--- src/rtl/ide_bridge_pkg.sv ---
package ide_bridge_pkg;
  typedef enum logic [2:0] {
    K_NONE  = 3'd0,
    K_DATA  = 3'd1,
    K_CMD   = 3'd2,
    K_HOLD  = 3'd3,
    K_CTL   = 3'd4
  } acc_kind_t;

  localparam logic [3:0] OFF_DATA = 4'h0;
  localparam logic [3:0] OFF_HOLD = 4'h8;
  localparam logic [3:0] OFF_CTL  = 4'hE;
  localparam logic [2:0] CTL_IDX  = 3'd6;
  localparam logic [7:0] IDLE_BYTE = 8'hFF;
endpackage

--- src/rtl/ide_bridge_decode.sv ---
module ide_bridge_decode
  import ide_bridge_pkg::*;
#(
  parameter int unsigned ADDR_W   = 10,
  parameter int unsigned BASE     = 'h300,
  parameter int unsigned ALT_BASE = 'h360
) (
  input  logic [ADDR_W-1:0] addr,
  input  logic              alt_sel,
  output logic              hit,
  output acc_kind_t         kind,
  output logic [2:0]        reg_idx
);
  localparam logic [ADDR_W-1:0] BASE_V = ADDR_W'(BASE);
  localparam logic [ADDR_W-1:0] ALT_V  = ADDR_W'(ALT_BASE);

  logic [ADDR_W-1:0] base_sel;
  logic [3:0]        off;

  always_comb begin
    base_sel = alt_sel ? ALT_V : BASE_V;
    off      = addr[3:0];
    hit      = (addr[ADDR_W-1:4] == base_sel[ADDR_W-1:4]);
    reg_idx  = off[2:0];
    if (off == OFF_DATA)      kind = K_DATA;
    else if (off < OFF_HOLD)  kind = K_CMD;
    else if (off == OFF_HOLD) kind = K_HOLD;
    else if (off == OFF_CTL)  kind = K_CTL;
    else                      kind = K_NONE;
    if (off == OFF_CTL)       reg_idx = CTL_IDX;
  end
endmodule

--- src/rtl/ide_bridge_req.sv ---
module ide_bridge_req
  import ide_bridge_pkg::*;
(
  input  logic        clk,
  input  logic        rst_n,
  input  logic        host_wr,
  input  logic        host_rd,
  input  logic        hit,
  input  acc_kind_t   kind,
  input  logic [2:0]  reg_idx,
  input  logic [7:0]  host_wdata,
  output logic        s1_valid,
  output logic        s1_wr,
  output acc_kind_t   s1_kind,
  output logic [2:0]  s1_reg,
  output logic [7:0]  s1_wdata
);
  logic       acc;
  logic       valid_n;
  logic       wr_n;
  acc_kind_t  kind_n;
  logic [2:0] reg_n;
  logic [7:0] wdata_n;

  always_comb begin
    acc     = hit && (host_wr || host_rd);
    valid_n = acc;
    wr_n    = s1_wr;
    kind_n  = s1_kind;
    reg_n   = s1_reg;
    wdata_n = s1_wdata;
    if (acc) begin
      wr_n    = host_wr;
      kind_n  = kind;
      reg_n   = reg_idx;
      wdata_n = host_wdata;
    end
  end

  always_ff @(posedge clk or negedge rst_n) begin
    if (!rst_n) begin
      s1_valid <= 1'b0;
      s1_wr    <= 1'b0;
      s1_kind  <= K_NONE;
      s1_reg   <= 3'd0;
      s1_wdata <= 8'h00;
    end else begin
      s1_valid <= valid_n;
      if (acc) begin
        s1_wr    <= wr_n;
        s1_kind  <= kind_n;
        s1_reg   <= reg_n;
        s1_wdata <= wdata_n;
      end
    end
  end
endmodule

--- src/rtl/ide_bridge_resp.sv ---
module ide_bridge_resp
  import ide_bridge_pkg::*;
(
  input  logic        clk,
  input  logic        rst_n,
  input  logic        s1_valid,
  input  logic        s1_wr,
  input  acc_kind_t   s1_kind,
  input  logic [7:0]  s1_wdata,
  input  logic [15:0] dev_rdata,
  output logic [7:0]  hold_q,
  output logic [7:0]  host_rdata
);
  logic       rd_en;
  logic       hold_en;
  logic [7:0] hold_n;
  logic [7:0] rdata_n;

  always_comb begin
    rd_en   = s1_valid && !s1_wr;
    hold_en = 1'b0;
    hold_n  = hold_q;
    unique case (s1_kind)
      K_DATA, K_CMD, K_CTL: rdata_n = dev_rdata[7:0];
      K_HOLD:               rdata_n = hold_q;
      default:              rdata_n = IDLE_BYTE;
    endcase
    if (s1_valid && s1_wr && s1_kind == K_HOLD) begin
      hold_en = 1'b1;
      hold_n  = s1_wdata;
    end else if (rd_en && s1_kind == K_DATA) begin
      hold_en = 1'b1;
      hold_n  = dev_rdata[15:8];
    end
  end

  always_ff @(posedge clk or negedge rst_n) begin
    if (!rst_n) begin
      hold_q     <= 8'h00;
      host_rdata <= 8'h00;
    end else begin
      if (hold_en) hold_q     <= hold_n;
      if (rd_en)   host_rdata <= rdata_n;
    end
  end
endmodule

--- src/rtl/ide_byte_bridge.sv ---
module ide_byte_bridge
  import ide_bridge_pkg::*;
#(
  parameter int unsigned ADDR_W   = 10,
  parameter int unsigned BASE     = 'h300,
  parameter int unsigned ALT_BASE = 'h360
) (
  input  logic              clk,
  input  logic              rst_n,
  input  logic              alt_base,
  input  logic [ADDR_W-1:0] host_addr,
  input  logic              host_wr,
  input  logic              host_rd,
  input  logic [7:0]        host_wdata,
  output logic [7:0]        host_rdata,
  output logic              dev_cs_cmd,
  output logic              dev_cs_ctl,
  output logic [2:0]        dev_reg,
  output logic              dev_wr,
  output logic              dev_rd,
  output logic [15:0]       dev_wdata,
  input  logic [15:0]       dev_rdata
);
  logic       hit;
  acc_kind_t  kind;
  logic [2:0] reg_idx;
  logic       s1_valid;
  logic       s1_wr;
  acc_kind_t  s1_kind;
  logic [2:0] s1_reg;
  logic [7:0] s1_wdata;
  logic [7:0] hold_q;
  logic       dev_act;

  ide_bridge_decode #(.ADDR_W(ADDR_W), .BASE(BASE), .ALT_BASE(ALT_BASE)) u_dec (
    .addr(host_addr), .alt_sel(alt_base), .hit(hit), .kind(kind), .reg_idx(reg_idx)
  );

  ide_bridge_req u_req (
    .clk(clk), .rst_n(rst_n), .host_wr(host_wr), .host_rd(host_rd), .hit(hit),
    .kind(kind), .reg_idx(reg_idx), .host_wdata(host_wdata), .s1_valid(s1_valid),
    .s1_wr(s1_wr), .s1_kind(s1_kind), .s1_reg(s1_reg), .s1_wdata(s1_wdata)
  );

  ide_bridge_resp u_resp (
    .clk(clk), .rst_n(rst_n), .s1_valid(s1_valid), .s1_wr(s1_wr), .s1_kind(s1_kind),
    .s1_wdata(s1_wdata), .dev_rdata(dev_rdata), .hold_q(hold_q), .host_rdata(host_rdata)
  );

  always_comb begin
    dev_act    = s1_valid && (s1_kind == K_DATA || s1_kind == K_CMD || s1_kind == K_CTL);
    dev_wr     = dev_act && s1_wr;
    dev_rd     = dev_act && !s1_wr;
    dev_cs_ctl = dev_act && (s1_kind == K_CTL);
    dev_cs_cmd = dev_act && (s1_kind != K_CTL);
    dev_reg    = s1_reg;
    dev_wdata  = (s1_kind == K_DATA) ? {hold_q, s1_wdata} : {8'h00, s1_wdata};
  end
endmodule

--- config.mk ---
export PLATFORM = sky130hd
export DESIGN_NAME = ide_byte_bridge
export DESIGN_NICKNAME = d
export VERILOG_FILES = /design/src/rtl/ide_bridge_pkg.sv /design/src/rtl/ide_bridge_decode.sv /design/src/rtl/ide_bridge_req.sv /design/src/rtl/ide_bridge_resp.sv /design/src/rtl/ide_byte_bridge.sv
export SDC_FILE = /design/constraint.sdc
export NUM_CORES = 1
export LEC_CHECK = 0
export BUFFER_PORTS_ARGS = -buffer_cell sky130_fd_sc_hd__buf_2
export CORE_UTILIZATION = 40
export CTS_CLUSTER_DIAMETER = 50
export CTS_CLUSTER_SIZE = 14
export DETAILED_ROUTE_END_ITERATION = 7
export PLACE_DENSITY = 0.75
export SYNTH_ARGS = -nofsm -noshare
export SYNTH_HDL_FRONTEND = slang
export SYNTH_SLANG_ARGS = --single-unit
--- constraint.sdc ---
create_clock -name clk -period 2.9 [get_ports clk]
set_input_delay 0.145 -clock clk [delete_from_list [all_inputs] [get_ports clk]]
set_output_delay 0.145 -clock clk [all_outputs]
set_load 0.01 [all_outputs]
==> results.yml, run 1 <==
status:
  status: "complete, no violations"
synthesis:
  ys_seq_area_share_pct: 41.1
  synth.cell_area_mm2: 0.00195
  yosysUniqueCellTypes: 35
  synth-seq-cells: 32
  syn_area_per_cell_um2: 11.0
  yosysWarnings: 0
  synth_nets: 217
  syn_inst: 178
sta:
  layout_min_cycle_time_ns: 2.00
  skew_ns: 0.0111
  hold_viol: 0
  worstMarginPinSlew_ns: 0.849
  tns_ns: 0
  rsz0062_at_grt: "no"
  fmax_mhz: 501
  min_period_over_period_pct: 68.8
  slew_violations: 0
  maxSlewHeadroom_pct: 43.4
  setup_viol: 0
cells_and_area:
  instances_no_fill: 296
  multi_input_area_um2: 991
  layout.nets: 280
  regArea_um2: 801
  area_growth_pct: 22.9
  drive_gt1_share_pct: 42.6
  diodes: 0
  top_regs: "u_req.s1_wdata (8), u_resp.hold_q (8), u_resp.host_rdata (8)"
  fillers: 446
critical_path:
  cp-end-kind: "output pin"
  critical_path_required_ns: 2.76
  path_class: "reg -> out"
  path_max_fanout: 17
  crit_path_start_kind: "flop"
  cp_data_arrival_time_ns: 1.85
detailed_routing:
  dr.pass1.iters: 4
  drt-total-wl_um: 4430
  vias: 1644
  viasPerCell: 5.55
  post-route-drc-count: 0
  drtIter0Drc: 114
  drtAntennaViolNets: 0
  wire_per_inst_um: 15.0
cts:
  max-clock-path-buffers: 2
  cts_tree: "yes"
  insertion_delay_ns: 0.29
  clock_sinks: 32
  path_clk_slew_ns: 0.07
  post-cts-setup-buffers: 0
  cts_buffers: 5
  cts-htree-levels: 2
  cts-root-buf: "clkbuf_8"
  cts_resized: 0
  cts-hold-fix-buffers: 1
placed_design:
  hpwl_um: 3120
  gp_congestion: 0.758
  place_inst: 287
  numPortBuffers: 69
die:
  io_pins: 70
  initial_core_util_pct: 41.6
  dieHeight_um: 71.8
  coreArea_mm2: 0.00469
  rows: 25
  dieArea_mm2: 0.00516
  die_x_um: 71.8
grt:
  antenna_found_initial: 0
  grt-ovfl-total: 0
  grt_pass1_wl_um: 7250
  grt_pass1_vias: 1493
  grt_usage_pct: 18.2
  grt_max_degree: 33
pwr:
  power_density_mw_per_mm2: 577
  peakVddDrop_mv: 0.343
  cellLeakagePower_uw: 0.00110
  finalPower_uw: 1380
hold_path:
  hold_path.class: "in -> reg"
run:
  maxCapViolations: 0
[final timing paths]
kind                                             startpoint                               end  slack [ns]  depth (start not counted)
max                            u_req.s1_kind[2]$_DFFE_PN0P_                        dev_cs_ctl        0.90                          3
min                                           host_wdata[0]     u_req.s1_wdata[0]$_DFFE_PN0P_        0.09                          2
max in group asynchronous                             rst_n       u_req.s1_reg[1]$_DFFE_PN0P_        1.96                          2
max reg2reg                    u_req.s1_kind[2]$_DFFE_PN0P_      u_resp.hold_q[0]$_DFFE_PN0P_        1.13                          3
min in group asynchronous                             rst_n  u_resp.host_rdata[4]$_DFFE_PN0P_        0.46                          2
min reg2reg                u_resp.host_rdata[1]$_DFFE_PN0P_  u_resp.host_rdata[1]$_DFFE_PN0P_        0.50                          1
[logic make-up after synthesis]
| family | synth area share, % |
|---|---|
| AOI/OAI and AO/OA | 18.0 |
| buffers and inverters | 8.15 |
| and+or+nand+nor | 16.9 |
| muxes | 14.5 |
| xor gates and xnor gates | 1.35 |
| DFF | 41.1 |
[layout by cell type (no fill, tap or decap), types with 3 or more instances in the layout]
master / instances
a211oi_1: 8
a21oi_1: 8
a31oi_1: 8
a32oi_1: 8
and2_1: 9
buf_2: 69
buf_4: 3
clkbuf_8: 7
dfrtp_1: 32
inv_1: 8
mux2_2: 6
mux2_4: 9
mux2i_1: 8
nand4b_1: 8
nor3_1: 10
o21ai_0: 10
o22a_1: 8
[power by group]
group / internal, µW / switching, µW
Clock: 303 / 168
Combinational: 176 / 171
Sequential: 514 / 49.8
[cell type report]
cell class	instances	area share (%)
clock buffer	7	4.02
clock inverter	1	1.25
inverter	9	1.41
multi-input combinational	120	41.3
sequential	32	33.4
tap	54	2.82
timing repair buffer	73	15.8
[critical path, stage by stage (launching register included)]
cell     delay [ns]
dfrtp_1        0.75
nor3b_4        0.49
and2_1         0.20
buf_2          0.13
[stage by stage]
| stage | setup WS, ns | utilization, % | hold slack (ns) | cell area [µm²] |
|---|---|---|---|---|
| floorplan | 1.50 | - | -0.151 | 1950 |
| global placement | 1.13 | 48.2 | 0.246 | 2260 |
| detailed placement | 1.09 | 48.2 | 0.250 | 2260 |
| CTS | 0.893 | 51.1 | 0.0812 | 2400 |
| global route | 0.797 | 51.1 | 0.0833 | 2400 |
| finish | 0.904 | 51.1 | 0.0904 | 2400 |
[metal layers]
layer  vias to the layer above  part of all wire (%)  GRT usage (%)
li1                        796                     -              -
met1                       772                    46           25.6
met2                        71                    47           27.3
met3                         5                   6.5           4.36
met4                         0                  0.95           6.54
met5                         -                     0              0
[Yosys cell counts]
cell,count,area [µm²]
mux2_4,9,135
and4bb_2,1,12.5
nand4b_4,1,23.8
nor3b_4,2,37.5
nand4b_1,8,70.1
o21ai_0,10,50.1
clkbuf_1,4,15.0
nand2b_1,1,6.26
a211oi_1,8,60.1
and3_4,1,11.3
inv_1,8,30.0
buf_12,1,20.0
a21oi_1,8,40.0
buf_2,6,30.0
or3b_1,1,8.76
and2_1,9,56.3
nor3b_1,1,7.51
mux2i_1,8,80.1
xnor2_1,2,17.5
o22a_1,8,70.1
a31oi_1,8,50.1
buf_6,4,45.0
and4b_1,1,10.0
or2_2,2,12.5
inv_2,1,3.75
nand2_1,1,3.75
a32oi_1,8,70.1
nor2_1,2,7.51
mux2_2,6,67.6
o221a_1,1,11.3
nor2b_1,2,12.5
dfrtp_1,32,801
xor2_1,1,8.76
buf_4,2,15.0
nor3_1,10,50.1
(Power assumes the default switching activity.)
==> run 2, diff against run 1 <==
clock period = 2 ns   (was 2.9 ns; I/O delays follow)
==> results.yml, run 2 (synthesized netlist as in run 1, its figures left out) <==
detailed_routing:
  dr.pass1.iters: 5
  drtIter0Drc: 85
  drt-total-wl_um: 4390
  viasPerCell: 5.48
  wire_per_inst_um: 14.6
  post-route-drc-count: 0
  drtAntennaViolNets: 0
  vias: 1650
die:
  die_x_um: 71.8
  dieHeight_um: 71.8
  coreArea_mm2: 0.00469
  io_pins: 70
  rows: 25
  dieArea_mm2: 0.00516
  initial_core_util_pct: 41.6
placed_design:
  numPortBuffers: 69
  place_inst: 292
  hpwl_um: 3310
  gp_congestion: 0.842
grt:
  busiest_layer: "met2"
  grt-ovfl-total: 0
  grtUsageMet2_pct: 27.6
  antenna_found_initial: 0
  grt_usage_pct: 17.8
  grt_pass1_vias: 1458
  grt_pass1_wl_um: 7110
  grt_max_degree: 33
  grt_util_met3_pct: 4.78
  grt_util_met1_pct: 23.9
critical_path:
  cp-end-kind: "output pin"
  critical_path_required_ns: 1.90
  cp_top_family: "simple AND/OR/NAND/NOR gates"
  path_max_fanout: 20
  path_cells: "buf_4, nor3b_4, and2_1, buf_2"
  path_class: "reg -> out"
  crit_path_start_kind: "flop"
  worst_path_largest_cell_delay_ns: 0.50
  crit_buf_inv: 2
  slowest_stage: "dfrtp_1"
  cp_data_arrival_time_ns: 1.76
cells_and_area:
  top_regs: "u_req.s1_wdata (8), u_resp.hold_q (8), u_resp.host_rdata (8)"
  area_growth_pct: 23.1
  multi_input_area_um2: 993
  diodes: 0
  regArea_um2: 801
  instances_no_fill: 301
  layout.nets: 285
  drive_gt1_share_pct: 43.3
  layout_common_cells: "buf_2, dfrtp_1, o21ai_0, nor3_1"
  layout_commonest_cell: "buf_2"
  fillers: 426
cts:
  max-clock-path-buffers: 2
  cts_tree: "yes"
  insertion_delay_ns: 0.28
  post-cts-setup-buffers: 0
  cts-htree-levels: 2
  cts_buffers: 5
  path_clk_slew_ns: 0.06
  cts-root-buf: "clkbuf_8"
  clock_sinks: 32
sta:
  slew_violations: 0
  maxSlewHeadroom_pct: 51.2
  hold_viol: 0
  fmax_mhz: 537
  layout_min_cycle_time_ns: 1.86
  tns_ns: 0
  skew_ns: 0.00950
  rsz0062_at_grt: "no"
  worstMarginPinSlew_ns: 0.733
  min_period_over_period_pct: 93.2
  setup_viol: 0
pwr:
  peakVddDrop_mv: 0.438
  finalPower_uw: 1830
  cellLeakagePower_uw: 0.00110
  power_density_mw_per_mm2: 764
status:
  status: "complete, no violations"
run:
  maxCapViolations: 0
hold_path:
  hold_path.class: "in -> reg"
[run 2: cell types whose count changed in the layout (fill, tap and decap cells not counted)]
cell	before	now
buf_4	3	8
clkbuf_8	7	6
nor2_1	2	1
bufinv_16	1	0
nor2_2	0	1
clkbuf_1	0	2
[run 2: worst register-to-register path, delay by kind of cell (launching register included)]
family / cells / cell delay, ns
compound gates: 2 / 0.34
buf+inv: 1 / 0.28
flops: 1 / 0.50
simple gates: 1 / 0.39
[run 2: layout make-up]
cell class | count | share of cell area, %
sequential | 32 | 33.4
tap | 54 | 2.81
multi-input combinational | 120 | 41.4
timing repair buffer | 78 | 17.3
clock buffer | 8 | 3.75
inverter | 9 | 1.41
[run 2: worst paths after layout]
check | start | end | slack (ns) | cells past startpoint
setup / recovery | u_req.s1_kind[0]$_DFFE_PN0P_ | dev_cs_ctl | 0.14 | 4
hold / removal | host_wdata[1] | u_req.s1_wdata[1]$_DFFE_PN0P_ | 0.05 | 2
setup reg to reg | u_req.s1_kind[0]$_DFFE_PN0P_ | u_resp.host_rdata[4]$_DFFE_PN0P_ | 0.38 | 4
hold reg to reg | u_resp.host_rdata[6]$_DFFE_PN0P_ | u_resp.host_rdata[6]$_DFFE_PN0P_ | 0.50 | 1
max in group asynchronous | rst_n | u_resp.hold_q[5]$_DFFE_PN0P_ | 1.11 | 2
min in group asynchronous | rst_n | u_resp.host_rdata[0]$_DFFE_PN0P_ | 0.41 | 2
[run 2: power breakdown]
group / internal [µW] / total, µW / switching [µW]
Combinational: 259 / 500 / 242
Clock: 280 / 507 / 227
Sequential: 746 / 826 / 80.6
Total: 1280 / 1830 / 549
[run 2: per-layer routing]
metal  share of wire (%)  vias up
met1                  47      777
li1                    -      806
met4                 1.3        0
met2                  45       61
met3                 6.2        6
met5                   0        -
[run 2: through the flow]
step | hold slack (ns) | worst slack, ns | util [%] | instance area [µm²]
3_3_place_gp | 0.201 | 0.432 | 49.0 | 2300
5_1_grt | 0.0423 | 0.0381 | 51.2 | 2400
2_1_floorplan | -0.196 | 0.649 | - | 1950
3_5_place_dp | 0.200 | 0.378 | 49.0 | 2300
4_1_cts | 0.0388 | 0.108 | 51.1 | 2400
6_report | 0.0498 | 0.137 | 51.2 | 2400
[run 2: repair_timing]
item                                   4_1_cts  5_1_grt
gates resized for setup                      0        1
setup endpoints to repair                    0        4
hold buffers                                 1        0
endpoints found under the hold margin       32        0
